### config.mk
export PLATFORM = sky130hd
export DESIGN_NAME = spi_eeprom_slave
export DESIGN_NICKNAME = d
export VERILOG_FILES = /design/src/rtl/spi_eeprom_pkg.sv /design/src/rtl/spi_eeprom_ctrl.sv /design/src/rtl/spi_eeprom_datapath.sv /design/src/rtl/spi_eeprom_slave.sv
export SDC_FILE = /design/constraint.sdc
export NUM_CORES = 2
export LEC_CHECK = 0
export BUFFER_PORTS_ARGS = -buffer_cell sky130_fd_sc_hd__buf_2
export CORE_MARGIN = 2
export CORE_UTILIZATION = 64
export CTS_CLUSTER_SIZE = 25
export DETAILED_ROUTE_END_ITERATION = 10
export MAX_ROUTING_LAYER = met4
export PLACE_DENSITY = 0.86
export SYNTH_ARGS = -nofsm -noshare
export SYNTH_HDL_FRONTEND = slang
export SYNTH_SLANG_ARGS = --single-unit
### constraint.sdc
create_clock -name clk -period 3.2 [get_ports clk]
set_clock_uncertainty 0.15 [all_clocks]
set_input_delay 0.96 -clock clk [delete_from_list [all_inputs] [get_ports clk]]
set_output_delay 0.96 -clock clk [all_outputs]
set_load 0.005 [all_outputs]
### src/rtl/spi_eeprom_pkg.sv
package spi_eeprom_pkg;

  localparam logic [7:0] OP_WREN  = 8'h06;
  localparam logic [7:0] OP_WRDI  = 8'h04;
  localparam logic [7:0] OP_RDSR  = 8'h05;
  localparam logic [7:0] OP_WRSR  = 8'h01;
  localparam logic [7:0] OP_READ  = 8'h03;
  localparam logic [7:0] OP_WRITE = 8'h02;

  typedef enum logic [1:0] {
    OUT_ONES   = 2'd0,
    OUT_STATUS = 2'd1,
    OUT_MEM    = 2'd2
  } outSel_e;

  // strobes from control to datapath
  typedef struct packed {
    logic    clear;     // deselected: reset reply shifter
    logic    shiftIn;   // rising SCK: capture MOSI bit
    logic    loadOut;   // byte boundary on falling SCK
    logic    shiftOut;  // other falling SCK
    outSel_e outSel;
    logic    capAddr;   // low address byte complete
    logic    capData;   // data byte complete
    logic    commit;    // store data into the array
  } strobe_t;

endpackage

### src/rtl/spi_eeprom_ctrl.sv
module spi_eeprom_ctrl
  import spi_eeprom_pkg::*;
#(
  parameter int ADDR_W       = 8,
  parameter int WRITE_CYCLES = 500
) (
  input  logic              clk,
  input  logic              rst_n,
  input  logic              spiSck,
  input  logic              spiCsN,
  input  logic [7:0]        rxByte,
  input  logic [ADDR_W-1:0] addr,
  output strobe_t           strb,
  output logic [7:0]        status
);

  localparam int BW = $clog2(WRITE_CYCLES + 1);

  logic          sckQ, sckPrev, csQ, csPrev;
  logic [2:0]    bitCnt, byteIdx;
  logic [7:0]    opcode;
  logic [1:0]    pendBp, bp;
  logic          wel;
  logic [BW-1:0] busyCnt;
  logic          wip;
  logic          rise, fall, csRise, byteEnd, boundary, wholeByte;
  logic          protHit, wrenGo, wrdiGo, bpGo, writeGo;

  always_ff @(posedge clk or negedge rst_n) begin
    if (!rst_n) begin
      sckQ    <= 1'b0;
      sckPrev <= 1'b0;
      csQ     <= 1'b1;
      csPrev  <= 1'b1;
    end else begin
      sckQ    <= spiSck;
      sckPrev <= sckQ;
      csQ     <= spiCsN;
      csPrev  <= csQ;
    end
  end

  assign rise      = !csQ && sckQ && !sckPrev;
  assign fall      = !csQ && !sckQ && sckPrev;
  assign csRise    = csQ && !csPrev;
  assign byteEnd   = rise && (bitCnt == 3'd7);
  assign boundary  = fall && (bitCnt == 3'd0) && (byteIdx != 3'd0);
  assign wholeByte = (bitCnt == 3'd0);
  assign wip       = (busyCnt != '0);

  always_comb begin
    unique case (bp)
      2'b00:   protHit = 1'b0;
      2'b01:   protHit = addr[ADDR_W-1] && addr[ADDR_W-2];
      2'b10:   protHit = addr[ADDR_W-1];
      default: protHit = 1'b1;
    endcase
  end

  // every frame is judged when chip select rises
  assign wrenGo  = csRise && !wip && wholeByte && byteIdx == 3'd1 && opcode == OP_WREN;
  assign wrdiGo  = csRise && !wip && wholeByte && byteIdx == 3'd1 && opcode == OP_WRDI;
  assign bpGo    = csRise && !wip && wel && wholeByte && byteIdx == 3'd2 && opcode == OP_WRSR;
  assign writeGo = csRise && !wip && wel && wholeByte && byteIdx == 3'd4 &&
                   opcode == OP_WRITE && !protHit;

  always_comb begin
    strb          = '0;
    strb.clear    = csQ;
    strb.shiftIn  = rise;
    strb.loadOut  = boundary;
    strb.shiftOut = fall && !boundary;
    if (opcode == OP_RDSR)
      strb.outSel = OUT_STATUS;
    else if (opcode == OP_READ && byteIdx == 3'd3 && !wip)
      strb.outSel = OUT_MEM;
    else
      strb.outSel = OUT_ONES;
    strb.capAddr  = byteEnd && byteIdx == 3'd2;
    strb.capData  = byteEnd && byteIdx == 3'd3;
    strb.commit   = writeGo;
  end

  always_ff @(posedge clk or negedge rst_n) begin
    if (!rst_n) begin
      bitCnt  <= '0;
      byteIdx <= '0;
      opcode  <= '0;
      pendBp  <= '0;
    end else begin
      if (csQ) begin
        bitCnt  <= '0;
        byteIdx <= '0;
      end else if (rise) begin
        bitCnt <= bitCnt + 3'd1;
        if (bitCnt == 3'd7 && byteIdx != 3'd7) byteIdx <= byteIdx + 3'd1;
      end
      if (byteEnd && byteIdx == 3'd0) opcode <= rxByte;
      if (byteEnd && byteIdx == 3'd1) pendBp <= rxByte[3:2];
    end
  end

  always_ff @(posedge clk or negedge rst_n) begin
    if (!rst_n) begin
      wel     <= 1'b0;
      bp      <= 2'b00;
      busyCnt <= '0;
    end else begin
      if (wrenGo)                      wel <= 1'b1;
      else if (wrdiGo)                 wel <= 1'b0;
      else if (busyCnt == BW'(1))      wel <= 1'b0;
      if (bpGo) bp <= pendBp;
      if (writeGo || bpGo)             busyCnt <= BW'(WRITE_CYCLES);
      else if (wip)                    busyCnt <= busyCnt - BW'(1);
    end
  end

  assign status = {4'b0000, bp, wel, wip};

endmodule

### src/rtl/spi_eeprom_datapath.sv
module spi_eeprom_datapath
  import spi_eeprom_pkg::*;
#(
  parameter int ADDR_W = 8
) (
  input  logic              clk,
  input  logic              rst_n,
  input  logic              spiMosi,
  input  strobe_t           strb,
  input  logic [7:0]        status,
  output logic [7:0]        rxByte,
  output logic [ADDR_W-1:0] addr,
  output logic              outMsb
);

  localparam int DEPTH = 1 << ADDR_W;

  logic              mosiQ;
  logic [7:0]        shiftInReg, outReg, dataReg, memRd;
  logic [ADDR_W-1:0] addrReg;
  logic [7:0]        mem [DEPTH];

  assign rxByte = {shiftInReg[6:0], mosiQ};
  assign addr   = addrReg;
  assign memRd  = mem[addrReg];
  assign outMsb = outReg[7];

  always_ff @(posedge clk or negedge rst_n) begin
    if (!rst_n) begin
      mosiQ      <= 1'b0;
      shiftInReg <= '0;
      addrReg    <= '0;
      dataReg    <= '0;
      outReg     <= 8'hFF;
    end else begin
      mosiQ <= spiMosi;
      if (strb.shiftIn) shiftInReg <= rxByte;
      if (strb.capAddr) addrReg <= rxByte[ADDR_W-1:0];
      if (strb.capData) dataReg <= rxByte;
      if (strb.clear) outReg <= 8'hFF;
      else if (strb.loadOut) begin
        unique case (strb.outSel)
          OUT_STATUS: outReg <= status;
          OUT_MEM:    outReg <= memRd;
          default:    outReg <= 8'hFF;
        endcase
      end else if (strb.shiftOut) outReg <= {outReg[6:0], 1'b1};
    end
  end

  always_ff @(posedge clk or negedge rst_n) begin
    if (!rst_n) begin
      for (int i = 0; i < DEPTH; i++) mem[i] <= 8'hFF;
    end else if (strb.commit) begin
      mem[addrReg] <= dataReg;
    end
  end

endmodule

### src/rtl/spi_eeprom_slave.sv
module spi_eeprom_slave
  import spi_eeprom_pkg::*;
#(
  parameter int ADDR_W       = 8,
  parameter int WRITE_CYCLES = 500
) (
  input  logic clk,
  input  logic rst_n,
  input  logic spi_sck,
  input  logic spi_cs_n,
  input  logic spi_mosi,
  output logic spi_miso
);

  strobe_t           strb;
  logic [7:0]        status, rxByte;
  logic [ADDR_W-1:0] addr;
  logic              outMsb;

  spi_eeprom_ctrl #(.ADDR_W(ADDR_W), .WRITE_CYCLES(WRITE_CYCLES)) u_ctrl (
    .clk(clk), .rst_n(rst_n), .spiSck(spi_sck), .spiCsN(spi_cs_n),
    .rxByte(rxByte), .addr(addr), .strb(strb), .status(status)
  );

  spi_eeprom_datapath #(.ADDR_W(ADDR_W)) u_dp (
    .clk(clk), .rst_n(rst_n), .spiMosi(spi_mosi), .strb(strb),
    .status(status), .rxByte(rxByte), .addr(addr), .outMsb(outMsb)
  );

  assign spi_miso = spi_cs_n ? 1'b1 : outMsb;

endmodule

==> results_dict.tcl <==
set metrics [dict create \
    rows 145 \
    dp_cells 8711 \
    ant_nets 0 \
    max_slew_margin 0.2163 \
    cts-buffers-inserted 209 \
    p_int_uw 41620 \
    dp_slack_ns -0.3663 \
    p_leak_uw 0.04718 \
    violations "setup timing" \
    grt_pass1_vias 66370 \
    clkSlewWorstSetupHoldPaths_ns 0.07 \
    avgRoutedWirePerCell_um 34.33 \
    postLayoutCoreUtil 0.7478 \
    cts_tree "built" \
    ys_dominant_reg_cell "dfstp_2" \
    p_seq_frac 0.506 \
    power_uw 53310 \
    r2r_start "u_dp.addr[2]$_DFFE_PN0P_" \
    route.detailed.drc 0 \
    critical_path_arrival_ns 3.90 \
    synthArstFlopShare 1.000 \
    drive_above_1_share 0.8475 \
    rsz0062_at_grt "yes" \
    worstMarginPinSlew_ns 1.175 \
    cp.required_ns 3.86 \
    synth_area_um2 101200 \
    cp_num_buf_inv 3 \
    cpLargestDelayFamily "simple AND/OR/NAND/NOR gates" \
    numPortBuffers 5 \
    start_kind "register" \
    cpPeakStageDelay_ns 0.62 \
    setup_viol 4 \
    syn_inst 6410 \
    crit_chain "buf_4 > and2_1 > nand2_1 > buf_4 > o22ai_1 > nor4_2 > buf_4 > o41ai_1 > a21oi_1" \
    hold_viol_final 0 \
    synth-seq-area-share 0.5478 \
    initial_core_util 0.6462 \
    dieArea_um2 161300 \
    hold_path.class "primary input to register" \
    cp_max_fo 12 \
    p_clk_frac 0.480 \
    end_kind "register" \
    drv_cap 0 \
    via_per_inst 6.953 \
    layout_setup_ws_ns -0.03896 \
    max-vdd-ir-drop_mv 0.6305 \
    crit_top_cell "buf_4" \
    num_vias 63560 \
    fmax_ghz 0.3087 \
    switching_power_uw 11690 \
    grt.overflow.total 0 \
    die_x_um 401.6 \
    crit_type "register to register" \
    area_growth_pct 15.72 \
    place_congestion 1.047 \
    hpwl_um 210100 \
    avgSynthCellArea_um2 15.79 \
    clock-sinks 2112 \
    cts_max_level 4 \
    antenna_found_initial 10 \
    cts_root_buf "clkbuf_16" \
    hp-start "spi_mosi" \
    synth_edf_count 0 \
    cts_max_path_buffers 3 \
    insertion_delay_ns 0.90 \
    synth_seq_cells 2112 \
    routed_wirelength_um 313900 \
    grt_pass1_wl_um 458700 \
    nets 6915 \
    crit_slowest_cell "dfrtp_4" \
    drt_pass1_iterations 5 \
    grt_max_degree 117 \
    powerDensity_nw_per_um2 455.3 \
    drv_slew 0 \
    startpoint "u_dp.addr[2]$_DFFE_PN0P_" \
    synth_warnings 0 \
    ios 6 \
    outcome "complete, but fails checks" \
    die_h_um 401.6 \
    switching_share 0.2192 \
    finalCritPeriodShare 1.012 \
    hold_ws_ns 0.05619 \
    p_comb_frac 0.014 \
    ys_types 88 \
    track_usage 0.3989 \
    design.core.area_um2 156600 \
    drt_iter0_markers 7049 \
    synth_nets 6427 \
    fin_cells 9142 \
    finalCriticalPeriod_ns 3.239 \
]
[cell usage in the layout, fill, tap and decap left out, types with 78 or more instances in the layout]
cell / netlist / layout
mux2_2: 2052 / 2052
mux4_2: 405 / 405
nor2_2: 99 / 106
nand2_1: 125 / 123
buf_12: 7 / 165
buf_4: 59 / 541
clkbuf_16: 0 / 216
mux2i_1: 228 / 225
a22oi_1: 89 / 84
dfstp_2: 2058 / 2058
nor2_8: 78 / 78
[cells in the mapped netlist, types with 23 or more instances]
cell	count	share of area
clkbuf_1	286	0.011
dfrtp_1	54	0.013
o21ai_0	46	0.0023
a21oi_1	41	0.0020
buf_4	59	0.0044
dfstp_2	2058	0.53
buf_2	81	0.0040
mux2_2	2052	0.23
a22oi_1	89	0.0066
nand3_1	34	0.0017
nor2_8	78	0.015
nand2_1	125	0.0046
mux4_2	405	0.090
nor2_2	99	0.0061
o22ai_1	79	0.0049
mux2i_1	228	0.023
nor3_1	30	0.0015
nor2_4	73	0.0081
nor2_1	73	0.0027
mux2_4	32	0.0047
nand4_1	23	0.0014
[final timing paths]
| path | end | slack (ns) | depth (start not counted) |
|---|---|---|---|
| max | u_dp.outReg[6]$_DFFE_PN1P_ | -0.04 | 9 |
| min | u_dp.mosiQ$_DFF_PN0_ | 0.06 | 1 |
| max reg2reg | u_dp.outReg[6]$_DFFE_PN1P_ | -0.04 | 9 |
| min reg2reg | u_ctrl.sckPrev$_DFF_PN0_ | 0.35 | 0 |
| max in group asynchronous | u_dp.mem[179]$_DFFE_PN1P_ | 1.35 | 4 |
| min in group asynchronous | u_dp.addr[1]$_DFFE_PN0P_ | 0.52 | 2 |
[worst register-to-register path: stages (launching register included)]
cell	delay, ns
dfrtp_4	0.62
buf_4	0.26
and2_1	0.17
nand2_1	0.50
buf_4	0.35
o22ai_1	0.19
nor4_2	0.50
buf_4	0.21
o41ai_1	0.07
a21oi_1	0.14
[routing by layer]
layer | vias to the layer above | track usage | share of wire
met1 | 34080 | 0.5031 | 0.37
met4 | 0 | 0.2367 | 0.070
met2 | 3504 | 0.5869 | 0.46
met3 | 1037 | 0.09926 | 0.094
li1 | 24940 | - | -
met5 | - | - | 0
[cell type report]
class                   instances  area (um^2)
flip-flops and latches       2112        55470
fillers                      8680        39480
multi-input cells            3825        43890
repair buffers                735         7851
clock buffers                 307         6203
well taps                    2058         2575
diodes                          8        20.02
clock inverters                82         1021
inverters                      15        60.06
[power groups by stage]
stage	Sequential (uW)	Clock, uW	Combinational, uW
after CTS	27000	25800	752
after floorplan	27300	0	52.9
after global placement	27300	0	718
after detailed placement	27300	0	744
after global routing	27000	26800	836
final	27000	25600	730
[cell families after synthesis]
family                     synth area share
muxes                                0.3472
buffers and inverters               0.02246
AOI/OAI and AO/OA                   0.02795
xor gates and xnor gates          0.0006924
DFF                                  0.5478
adders and majority gates          0.001484
and+or+nand+nor                     0.05248
[what timing repair did]
action,CTS,global route
gates cloned,1,3
hold buffers,2,0
setup endpoints to repair,43,16
endpoints found under the hold margin,2,0
pin swaps,3,13
resized for setup,42,63
buffers inserted,14,15
[stage by stage]
step	cell area (um^2)	setup TNS (ns)
after global routing	117100	-0.03944
after global placement	109000	-1.401
final	117100	-0.09119
after floorplan	101200	0
after detailed placement	109000	-1.392
after CTS	116600	-0.08222
[sequential cells by signal, indices dropped and copies added (netlist names)]
| name | cells |
|---|---|
| u_dp.mem | 2048 |
| u_ctrl.busyCnt | 9 |
| u_ctrl.opcode | 8 |
| u_dp.addr | 8 |
| u_dp.dataReg | 8 |
| u_dp.outReg | 8 |
| u_dp.shiftInReg | 7 |
| u_ctrl.bitCnt | 3 |
| u_ctrl.byteIdx | 3 |
| u_ctrl.bp | 2 |
| u_ctrl.pendBp | 2 |
| u_ctrl.csPrev | 1 |
| u_ctrl.csQ | 1 |
| u_ctrl.sckPrev | 1 |
| u_ctrl.sckQ | 1 |
| u_ctrl.wel | 1 |
| u_dp.mosiQ | 1 |
No activity file was read; power rests on OpenSTA's default activity.
